`config.mk`:
```
export PLATFORM = sky130hd
export DESIGN_NAME = uart_rx_fifo_fc
export DESIGN_NICKNAME = d
export VERILOG_FILES = /design/src/rtl/rxq_pkg.sv /design/src/rtl/rxq_store.sv /design/src/rtl/rxq_level_ctl.sv /design/src/rtl/rxq_timeout.sv /design/src/rtl/uart_rx_fifo_fc.sv
export SDC_FILE = /design/constraint.sdc
export NUM_CORES = 1
export LEC_CHECK = 0
export ABC_AREA = 1
export CELL_PAD_IN_SITES_DETAIL_PLACEMENT = 0
export CELL_PAD_IN_SITES_GLOBAL_PLACEMENT = 1
export CORE_ASPECT_RATIO = 0.7
export CORE_UTILIZATION = 52
export DETAILED_ROUTE_END_ITERATION = 8
export PLACE_DENSITY_LB_ADDON = 0.2
export SLEW_MARGIN = 5
export SYNTH_ARGS = -nofsm -noshare
export SYNTH_HDL_FRONTEND = slang
export SYNTH_HIERARCHICAL = 1
export SYNTH_SLANG_ARGS = --single-unit
```
`constraint.sdc`:
```
create_clock -name clk -period 5.79 [get_ports clk]
set_clock_uncertainty 0.15 [all_clocks]
set_input_delay 0.579 -clock clk [delete_from_list [all_inputs] [get_ports clk]]
set_output_delay 0.579 -clock clk [all_outputs]
set_load 0.02 [all_outputs]
```
`src/rtl/rxq_pkg.sv`:
```
package rxq_pkg;
  localparam int unsigned DATA_W = 8;

  typedef struct packed {
    logic              brk;
    logic              frm;
    logic              par;
    logic [DATA_W-1:0] data;
  } rx_entry_t;

  // fill level that raises the data request
  function automatic int unsigned trig_level(input logic [1:0] sel);
    case (sel)
      2'b00:   return 1;
      2'b01:   return 4;
      2'b10:   return 8;
      default: return 14;
    endcase
  endfunction

  // high-water mark: request-to-send drops here
  function automatic int unsigned rts_off_level(input logic [1:0] sel);
    case (sel)
      2'b00:   return 4;
      2'b01:   return 8;
      2'b10:   return 12;
      default: return 14;
    endcase
  endfunction

  // low-water mark: request-to-send returns here
  function automatic int unsigned rts_on_level(input logic [1:0] sel);
    case (sel)
      2'b00:   return 1;
      2'b01:   return 4;
      2'b10:   return 8;
      default: return 10;
    endcase
  endfunction
endpackage

```
`src/rtl/rxq_store.sv`:
```
module rxq_store
  import rxq_pkg::*;
#(
  parameter int unsigned DEPTH = 16,
  localparam int unsigned PTR_W = $clog2(DEPTH),
  localparam int unsigned CNT_W = $clog2(DEPTH + 1)
) (
  input  logic             clk,
  input  logic             rst_n,
  input  logic             flush,
  input  logic             cap_one,
  input  logic             push_req,
  input  rx_entry_t        push_entry,
  input  logic             pop_req,
  output rx_entry_t        head,
  output logic [CNT_W-1:0] count,
  output logic             can_take,
  output logic             push_ok,
  output logic             pop_ok,
  output logic             drop
);
  rx_entry_t        mem [DEPTH];
  logic [PTR_W-1:0] wr_ptr, rd_ptr;

  // with cap_one any stored character fills the holding slot
  assign can_take = cap_one ? (count == '0) : (count != CNT_W'(DEPTH));
  assign push_ok  = push_req && can_take && !flush;
  assign drop     = push_req && !can_take;
  assign pop_ok   = pop_req && (count != '0) && !flush;
  assign head     = mem[rd_ptr];

  always_ff @(posedge clk) begin
    if (push_ok) mem[wr_ptr] <= push_entry;
  end

  always_ff @(posedge clk or negedge rst_n) begin
    if (!rst_n) begin
      wr_ptr <= '0;
      rd_ptr <= '0;
      count  <= '0;
    end else if (flush) begin
      wr_ptr <= '0;
      rd_ptr <= '0;
      count  <= '0;
    end else begin
      if (push_ok) wr_ptr <= (wr_ptr == PTR_W'(DEPTH - 1)) ? '0 : wr_ptr + 1'b1;
      if (pop_ok)  rd_ptr <= (rd_ptr == PTR_W'(DEPTH - 1)) ? '0 : rd_ptr + 1'b1;
      case ({push_ok, pop_ok})
        2'b10:   count <= count + 1'b1;
        2'b01:   count <= count - 1'b1;
        default: count <= count;
      endcase
    end
  end
endmodule

```
`src/rtl/rxq_level_ctl.sv`:
```
module rxq_level_ctl
  import rxq_pkg::*;
#(
  parameter int unsigned CNT_W = 5
) (
  input  logic             clk,
  input  logic             rst_n,
  input  logic             flush,
  input  logic             fifo_en,
  input  logic [1:0]       trig_sel,
  input  logic [CNT_W-1:0] count,
  output logic             at_trigger,
  output logic             below_trigger,
  output logic             rts
);
  logic [CNT_W-1:0] trig, off_lvl, on_lvl;

  assign trig    = fifo_en ? CNT_W'(trig_level(trig_sel)) : CNT_W'(1);
  assign off_lvl = CNT_W'(rts_off_level(trig_sel));
  assign on_lvl  = CNT_W'(rts_on_level(trig_sel));

  assign at_trigger    = (count >= trig);
  assign below_trigger = (count != '0) && (count < trig);

  // hysteresis: drop at the high mark, return only at the low mark
  always_ff @(posedge clk or negedge rst_n) begin
    if (!rst_n)                       rts <= 1'b1;
    else if (flush)                   rts <= 1'b1;
    else if (rts && count >= off_lvl) rts <= 1'b0;
    else if (!rts && count <= on_lvl) rts <= 1'b1;
  end
endmodule

```
`src/rtl/rxq_timeout.sv`:
```
module rxq_timeout #(
  parameter int unsigned LIMIT = 40,
  localparam int unsigned TW = $clog2(LIMIT + 1)
) (
  input  logic clk,
  input  logic rst_n,
  input  logic flush,
  input  logic enable,
  input  logic nonempty,
  input  logic below_trigger,
  input  logic wr_evt,
  input  logic rd_evt,
  input  logic tick,
  output logic irq
);
  logic [TW-1:0] ticks;
  logic          expired;

  assign expired = (ticks == TW'(LIMIT));

  always_ff @(posedge clk or negedge rst_n) begin
    if (!rst_n)                                        ticks <= '0;
    else if (flush || !enable || !nonempty || wr_evt || rd_evt) ticks <= '0;
    else if (tick && !expired)                         ticks <= ticks + 1'b1;
  end

  always_ff @(posedge clk or negedge rst_n) begin
    if (!rst_n)                                        irq <= 1'b0;
    else if (flush || !enable || !nonempty || rd_evt)  irq <= 1'b0;
    else if (expired && below_trigger)                 irq <= 1'b1;
  end
endmodule

```
`src/rtl/uart_rx_fifo_fc.sv`:
```
module uart_rx_fifo_fc
  import rxq_pkg::*;
#(
  parameter int unsigned DEPTH         = 16,
  parameter int unsigned BITS_PER_CHAR = 10,
  parameter int unsigned TO_CHARS      = 4,
  localparam int unsigned CNT_W        = $clog2(DEPTH + 1),
  localparam int unsigned TO_LIMIT     = BITS_PER_CHAR * TO_CHARS
) (
  input  logic             clk,
  input  logic             rst_n,
  input  logic             in_valid,
  output logic             in_ready,
  input  logic [7:0]       in_data,
  input  logic             in_par_err,
  input  logic             in_frm_err,
  input  logic             in_brk,
  output logic             out_valid,
  input  logic             out_ready,
  output logic [7:0]       out_data,
  output logic             out_par_err,
  output logic             out_frm_err,
  output logic             out_brk,
  input  logic             fifo_en,
  input  logic [1:0]       trig_sel,
  input  logic             fifo_reset,
  input  logic             bit_tick,
  input  logic             lsr_read,
  output logic [CNT_W-1:0] count,
  output logic             irq_data,
  output logic             irq_timeout,
  output logic             rts,
  output logic             overrun
);
  rx_entry_t wr_entry, head;
  logic      push_ok, pop_ok, drop, below_trig, can_take;

  assign wr_entry = '{brk: in_brk, frm: in_frm_err, par: in_par_err, data: in_data};

  rxq_store #(.DEPTH(DEPTH)) u_store (
    .clk        (clk),
    .rst_n      (rst_n),
    .flush      (fifo_reset),
    .cap_one    (!fifo_en),
    .push_req   (in_valid),
    .push_entry (wr_entry),
    .pop_req    (out_ready),
    .head       (head),
    .count      (count),
    .can_take   (can_take),
    .push_ok    (push_ok),
    .pop_ok     (pop_ok),
    .drop       (drop)
  );

  rxq_level_ctl #(.CNT_W(CNT_W)) u_level (
    .clk           (clk),
    .rst_n         (rst_n),
    .flush         (fifo_reset),
    .fifo_en       (fifo_en),
    .trig_sel      (trig_sel),
    .count         (count),
    .at_trigger    (irq_data),
    .below_trigger (below_trig),
    .rts           (rts)
  );

  rxq_timeout #(.LIMIT(TO_LIMIT)) u_tmo (
    .clk           (clk),
    .rst_n         (rst_n),
    .flush         (fifo_reset),
    .enable        (fifo_en),
    .nonempty      (count != '0),
    .below_trigger (below_trig),
    .wr_evt        (push_ok),
    .rd_evt        (pop_ok),
    .tick          (bit_tick),
    .irq           (irq_timeout)
  );

  // a new discard wins over a clear in the same cycle
  always_ff @(posedge clk or negedge rst_n) begin
    if (!rst_n)        overrun <= 1'b0;
    else if (drop)     overrun <= 1'b1;
    else if (lsr_read) overrun <= 1'b0;
  end

  assign in_ready    = can_take;
  assign out_valid   = (count != '0);
  assign out_data    = head.data;
  assign out_par_err = head.par;
  assign out_frm_err = head.frm;
  assign out_brk     = head.brk;
endmodule

```
# Word-level counts from Yosys, hierarchy flattened
# Memories as Yosys holds them, arrays and structs flattened.
# Cells that the tools add are included.
dict set report word_totals {
  mem_count 1
  reg_bits 22
  mem_bits_rw 176
  input_bits 21
  out_inout_bits 22
  wordCells 80
}
# memory words width rd rd_ports_with_merged_regs wr line
set mem_list {}
lappend mem_list {u_store.mem 16 11 1 0 1 rxq_store.sv:22} ;# rx_entry_t mem [DEPTH];
dict set report classes {
  eq_ne 8
  n_addsub 5
  reduce_logical 31
  mux 24
  magnitude_cmp 4
}
# op count
set op_table {}
lappend op_table {{4-bit one-hot mux with 3 select lines} 3}
lappend op_table {{4-bit two-way mux} 7}
lappend op_table {{6-bit two-way mux} 2}
lappend op_table {{1-bit logical AND} 10}
lappend op_table {{1-bit two-way mux} 10}
lappend op_table {{5-bit one-hot mux with 2 select lines} 1}
lappend op_table {{2-bit nonzero test} 5}
lappend op_table {{4-bit by 1-bit adder with 4-bit output (second input constant)} 2}
lappend op_table {{4-bit == test (second input constant)} 2}
lappend op_table {{6-bit by 1-bit adder with 6-bit output (second input constant)} 1}
lappend op_table {{6-bit == test (second input constant)} 1}
lappend op_table {{1-bit logical NOT} 6}
lappend op_table {{3-bit nonzero test} 2}
lappend op_table {{5-bit by 1-bit adder with 5-bit output (second input constant)} 1}
lappend op_table {{5-bit by 4-bit greater-or-equal comparator with 1-bit output} 1}
lappend op_table {{5-bit greater-or-equal comparator} 1}
lappend op_table {{5-bit by 4-bit less-or-equal comparator with 1-bit output} 1}
lappend op_table {{5-bit logical NOT} 1}
lappend op_table {{1-bit logical OR} 5}
lappend op_table {{5-bit < comparator} 1}
lappend op_table {{5-bit two-way mux} 1}
lappend op_table {{5-bit inequality test (second input constant)} 1}
lappend op_table {{5-bit nonzero test} 1}
lappend op_table {{5-bit by 1-bit subtractor with 5-bit output (second input constant)} 1}
lappend op_table {{3 further kinds} 5}

# Depth between registers and ports, before layout
dict set report logic_depth {
  word_depth 8
  ltp_mapped 16
  depth_no_buf 16
}

# Cells and area by module
# The synthesis kept the hierarchy.
# module cells_per_inst area_per_inst_um2 instances seq_area_each_um2
set modules_own_cells {}
lappend modules_own_cells {rxq_store 611 7732.4 1 5610.4}
lappend modules_own_cells {rxq_timeout 56 425.4 1 175.2}
lappend modules_own_cells {rxq_level_ctl 67 407.9 1 26.3}
lappend modules_own_cells {uart_rx_fifo_fc 8 56.3 1 25.0}

# Worst setup path before layout
# No wires, ideal clock.
dict set report synth_path {
  path_type {register to register}
  start {reg u_store.count[1]}
  end {mem u_store/mem[11][0] (netlist bit), enable pin}
  setup_ns 0.393
  required_ns 5.247
  period_less_slack_ns 2.659
  stages_incl_launch_ff 8
  slack_ns 3.131
  t_arrival_ns 2.116
  path_buffers 0
  path_cell_list {dfrtp_1 > nor2_2 > nand2_1 > nand2_2 > nand2_1 > inv_1 > nand3_1 > nor3_1}
}
dict set report synth_between {
  elab_chain_len 6
  word_cells_on_any_way 7
  classes_between {eq/ne: 1; mux: 3; reduce/logical: 3}
}
# item line
set synth_rtl {}
lappend synth_rtl {{start, declared} rxq_store.sv:16} ;# output logic [CNT_W-1:0] count,
lappend synth_rtl {{start signal, assigned} rxq_store.sv:49} ;# 2'b10: count <= count + 1'b1;
lappend synth_rtl {{start signal, assigned} rxq_store.sv:50} ;# 2'b01: count <= count - 1'b1;
lappend synth_rtl {{start signal, assigned} rxq_store.sv:51} ;# default: count <= count;
lappend synth_rtl {{5-bit inequality test / 5-bit logical NOT (equally long branches)} rxq_store.sv:26} ;# assign can_take = cap_one ? (count == '0) : (count != CNT_W'(DEPTH));
lappend synth_rtl {{1-bit two-way mux (*)} rxq_store.sv:26}
lappend synth_rtl {{named net in_ready} uart_rx_fifo_fc.sv:13} ;# output logic in_ready,
lappend synth_rtl {{1-bit logical AND (*) (2 in a row)} rxq_store.sv:27} ;# assign push_ok = push_req && can_take && !flush;
lappend synth_rtl {{1-bit two-way mux (*)} rxq_store.sv:33} ;# if (push_ok) mem[wr_ptr] <= push_entry;
lappend synth_rtl {{1-bit two-way mux (not written as such) (*)} rxq_store.sv:33}
lappend synth_rtl {{end, declared} rxq_store.sv:22}
# Mark *: on every way through the listed nets, which the timed path passes. The rest lies on a longest branch.

# Worst setup path after layout
dict set report layout_path {
  start {reg u_store.rd_ptr[1]}
  end {out out_data[1]}
}
dict set report layout_between {
  elab_chain_len 1
}
# item line
set layout_rtl {}
lappend layout_rtl {{start, declared} rxq_store.sv:23} ;# logic [PTR_W-1:0] wr_ptr, rd_ptr;
lappend layout_rtl {{start signal, assigned} rxq_store.sv:47} ;# if (pop_ok) rd_ptr <= (rd_ptr == PTR_W'(DEPTH - 1)) ? '0 : rd_ptr + 1'b1;
lappend layout_rtl {{memory read 16 x 11 bit} --}
lappend layout_rtl {{end, declared} uart_rx_fifo_fc.sv:20} ;# output logic [7:0] out_data,
# Every way passes these cells.

==> results.toml <==
[drt]
drtIter0Drc = 581
vias = 5843
routed_wl_mm = 20.1
routedWlPerCell_um = 19.8
drc = 0
routed_via_density = 5.76
drt_first_pass_iters = 5
ant_nets = 0

[power_and_ir_drop]
power_density_nw_per_um2 = 410
comb_power_share = 0.290
p_int_uw = 2670
sw_frac_of_total = 0.341
power_uw = 4050
p_leak_uw = 0.00367
clkPwrFrac = 0.297
pwr-share-seq = 0.413
peakVddDrop_mv = 0.314
p_switching_uw = 1380

[synthesis]
netlist_area_um2 = 8620
synth-edff-count = 176
synth_area_leaders = "edfxtp_1, dfrtp_1, nand2_1"
avgSynthCellArea_um2 = 11.6
seq_area_frac_synth = 0.677
yosysTopAreaCell = "edfxtp_1"
yosys_warnings = 6
synthCells = 742
synth-seq-cells = 198
ys.flop_type = "edfxtp_1"
async_flop_share = 0.111
syn_nets = 783
synth_top_area_share = 0.613
synth_cell_types = 39

[floorplanning]
io_pins = 43
rows = 38
initial_core_util = 0.545
coreArea_um2 = 15800
die_w_um = 156
die_h_um = 110
dieArea_um2 = 17100

[setup_path]
startpoint_type = "flop"
worstPathArrival_ns = 3.58
critPathKind = "reg -> out"
critPathMaxFanout = 25
cp-end-kind = "primary output"
crit_required_ns = 5.06

[clock_tree]
clk_latency_ns = 0.42
cts_buffers = 17
cts_resized = 0
clock-sinks = 198
cts_hold_buf = 0
htreeDepth = 4
post_cts_buffers = 0
clockBufferDepth = 2
cts_root_buf = "clkbuf_16"
cts_tree = "yes"
clk_pin_slew_ns = 0.08

[cells_and_area]
final_cell_area_um2 = 9870
layout_commonest_cell = "edfxtp_1"
syn2layout_area_growth_pct = 14.5
most-common-layout-cells = "edfxtp_1, nand2_1, nor2_1"
final_layout_size_suffix_gt1_frac = 0.0906
final_nets = 823
antenna_cells = 0

[timing]
setup_viol = 0
finalHoldViolCount = 0
holdWs_ns = 0.352
fmax_mhz = 232
period_share = 0.745
drv_slew = 0
tightest_slew_ns = 1.32
fin_crit_ns = 4.31
finalSetupTns_ns = 0
rsz0062_at_grt = "no"
relSlewSlack = 0.115

[placement]
io_buffers = 42
gp_congestion = 0.847
hpwl_mm = 12.8
place_area_um2 = 9270

[run]
cap_violations = 0

[grt]
grt_max_degree = 90
grt_pass1_vias = 5568
overflow = 0
antenna_found_initial = 0
grt_pass1_wl_mm = 30.9
globalRouteTotalUtil = 0.249

[worst_hold_path]
hold_path.class = "reg -> reg"

[run_status]
outcome = "completed"
## cell usage after synthesis (5+ instances only)
cell	instances
a21oi_1	34
a221oi_1	15
buf_2	9
clkbuf_1	18
dfrtp_1	21
edfxtp_1	176
ha_1	20
inv_1	49
nand2_1	133
nand2_2	5
nand3_1	38
nand4_1	13
nor2_1	72
nor2_2	5
o21ai_0	67
o221ai_1	7
o22ai_1	20
## state kept, by name, indices dropped and copies added, names as in the netlist
signal          count
u_store/count       5
u_tmo/irq           1
u_tmo/ticks         6
u_level/rts         1
u_store/wr_ptr      4
overrun             1
u_store/rd_ptr      4
u_store/mem       176
## power by group through the flow
stage	clock (µW)	combinational, µW	sequential, µW
6_report	1200	1170	1670
2_1_floorplan	0	728	1710
3_3_place_gp	0	1140	1700
5_1_grt	1270	1280	1680
3_5_place_dp	0	1150	1700
4_1_cts	1220	1160	1670
## layout make-up
class	instances	area [µm²]
Fill cell	1252	5960
Timing Repair Buffer	51	488
Sequential cell	198	5840
Clock buffer	18	429
Clock inverter	14	176
Multi-Input combinational cell	459	2460
Tap cell	220	275
Inverter	55	209
## metal layers
| metal | global-route usage | share of wire | vias to the layer above | routed length [µm] |
|---|---|---|---|---|
| met5 | 0 | 0 | - | 0 |
| met4 | 0.0693 | 0.011 | 0 | 219 |
| met3 | 0.0552 | 0.075 | 20 | 1510 |
| met2 | 0.381 | 0.44 | 256 | 8920 |
| met1 | 0.360 | 0.47 | 2830 | 9460 |
| li1 | - | - | 2737 | - |
## stage by stage
step / utilization / cells / setup slack (ns)
2_1_floorplan: - / 742 / 3.13
3_3_place_gp: 0.585 / 983 / 2.10
3_5_place_dp: 0.585 / 983 / 2.02
4_1_cts: 0.624 / 1015 / 1.55
5_1_grt: 0.624 / 1015 / 1.28
6_report: 0.624 / 1015 / 1.48
## cell families (layout without fill, tap and decap cells)
| family | count (synthesis) | after routing | synth area share |
|---|---|---|---|
| AOI/OAI and AO/OA | 151 | 151 | 0.102 |
| DFF | 198 | 198 | 0.677 |
| and+or+nand+nor | 283 | 283 | 0.148 |
| xor gates and xnor gates | 4 | 4 | 0.00406 |
| adders and majority gates | 20 | 20 | 0.0290 |
| buffers and inverters | 85 | 138 | 0.0390 |
| muxes | 1 | 1 | 0.00116 |
## worst max-delay path, cell delays in order, from the launching register on
cell             delay [ns]
dfrtp_1                0.36
buf_4                  0.21
inv_1                  0.56
nand2_1                0.62
inv_1                  0.42
nand3_1                0.12
nand4_1                0.16
nand2_1                0.14
clkdlybuf4s50_1        0.56
## path summary, 6_finish.rpt
check | from | end | slack (ns) | cells after the start
setup / recovery | u_store/rd_ptr[1] | out_data[1] | 1.48 | 8
hold / removal | u_tmo/irq | u_tmo/irq | 0.35 | 2
setup reg to reg | u_store/count[2] | u_store/mem[13][6] | 2.75 | 7
hold reg to reg | u_tmo/irq | u_tmo/irq | 0.35 | 2
max in group asynchronous | rst_n | u_store/rd_ptr[0] | 4.13 | 1
min in group asynchronous | rst_n | u_tmo/ticks[0] | 0.59 | 1
No activity file was read; power rests on OpenSTA's default activity.
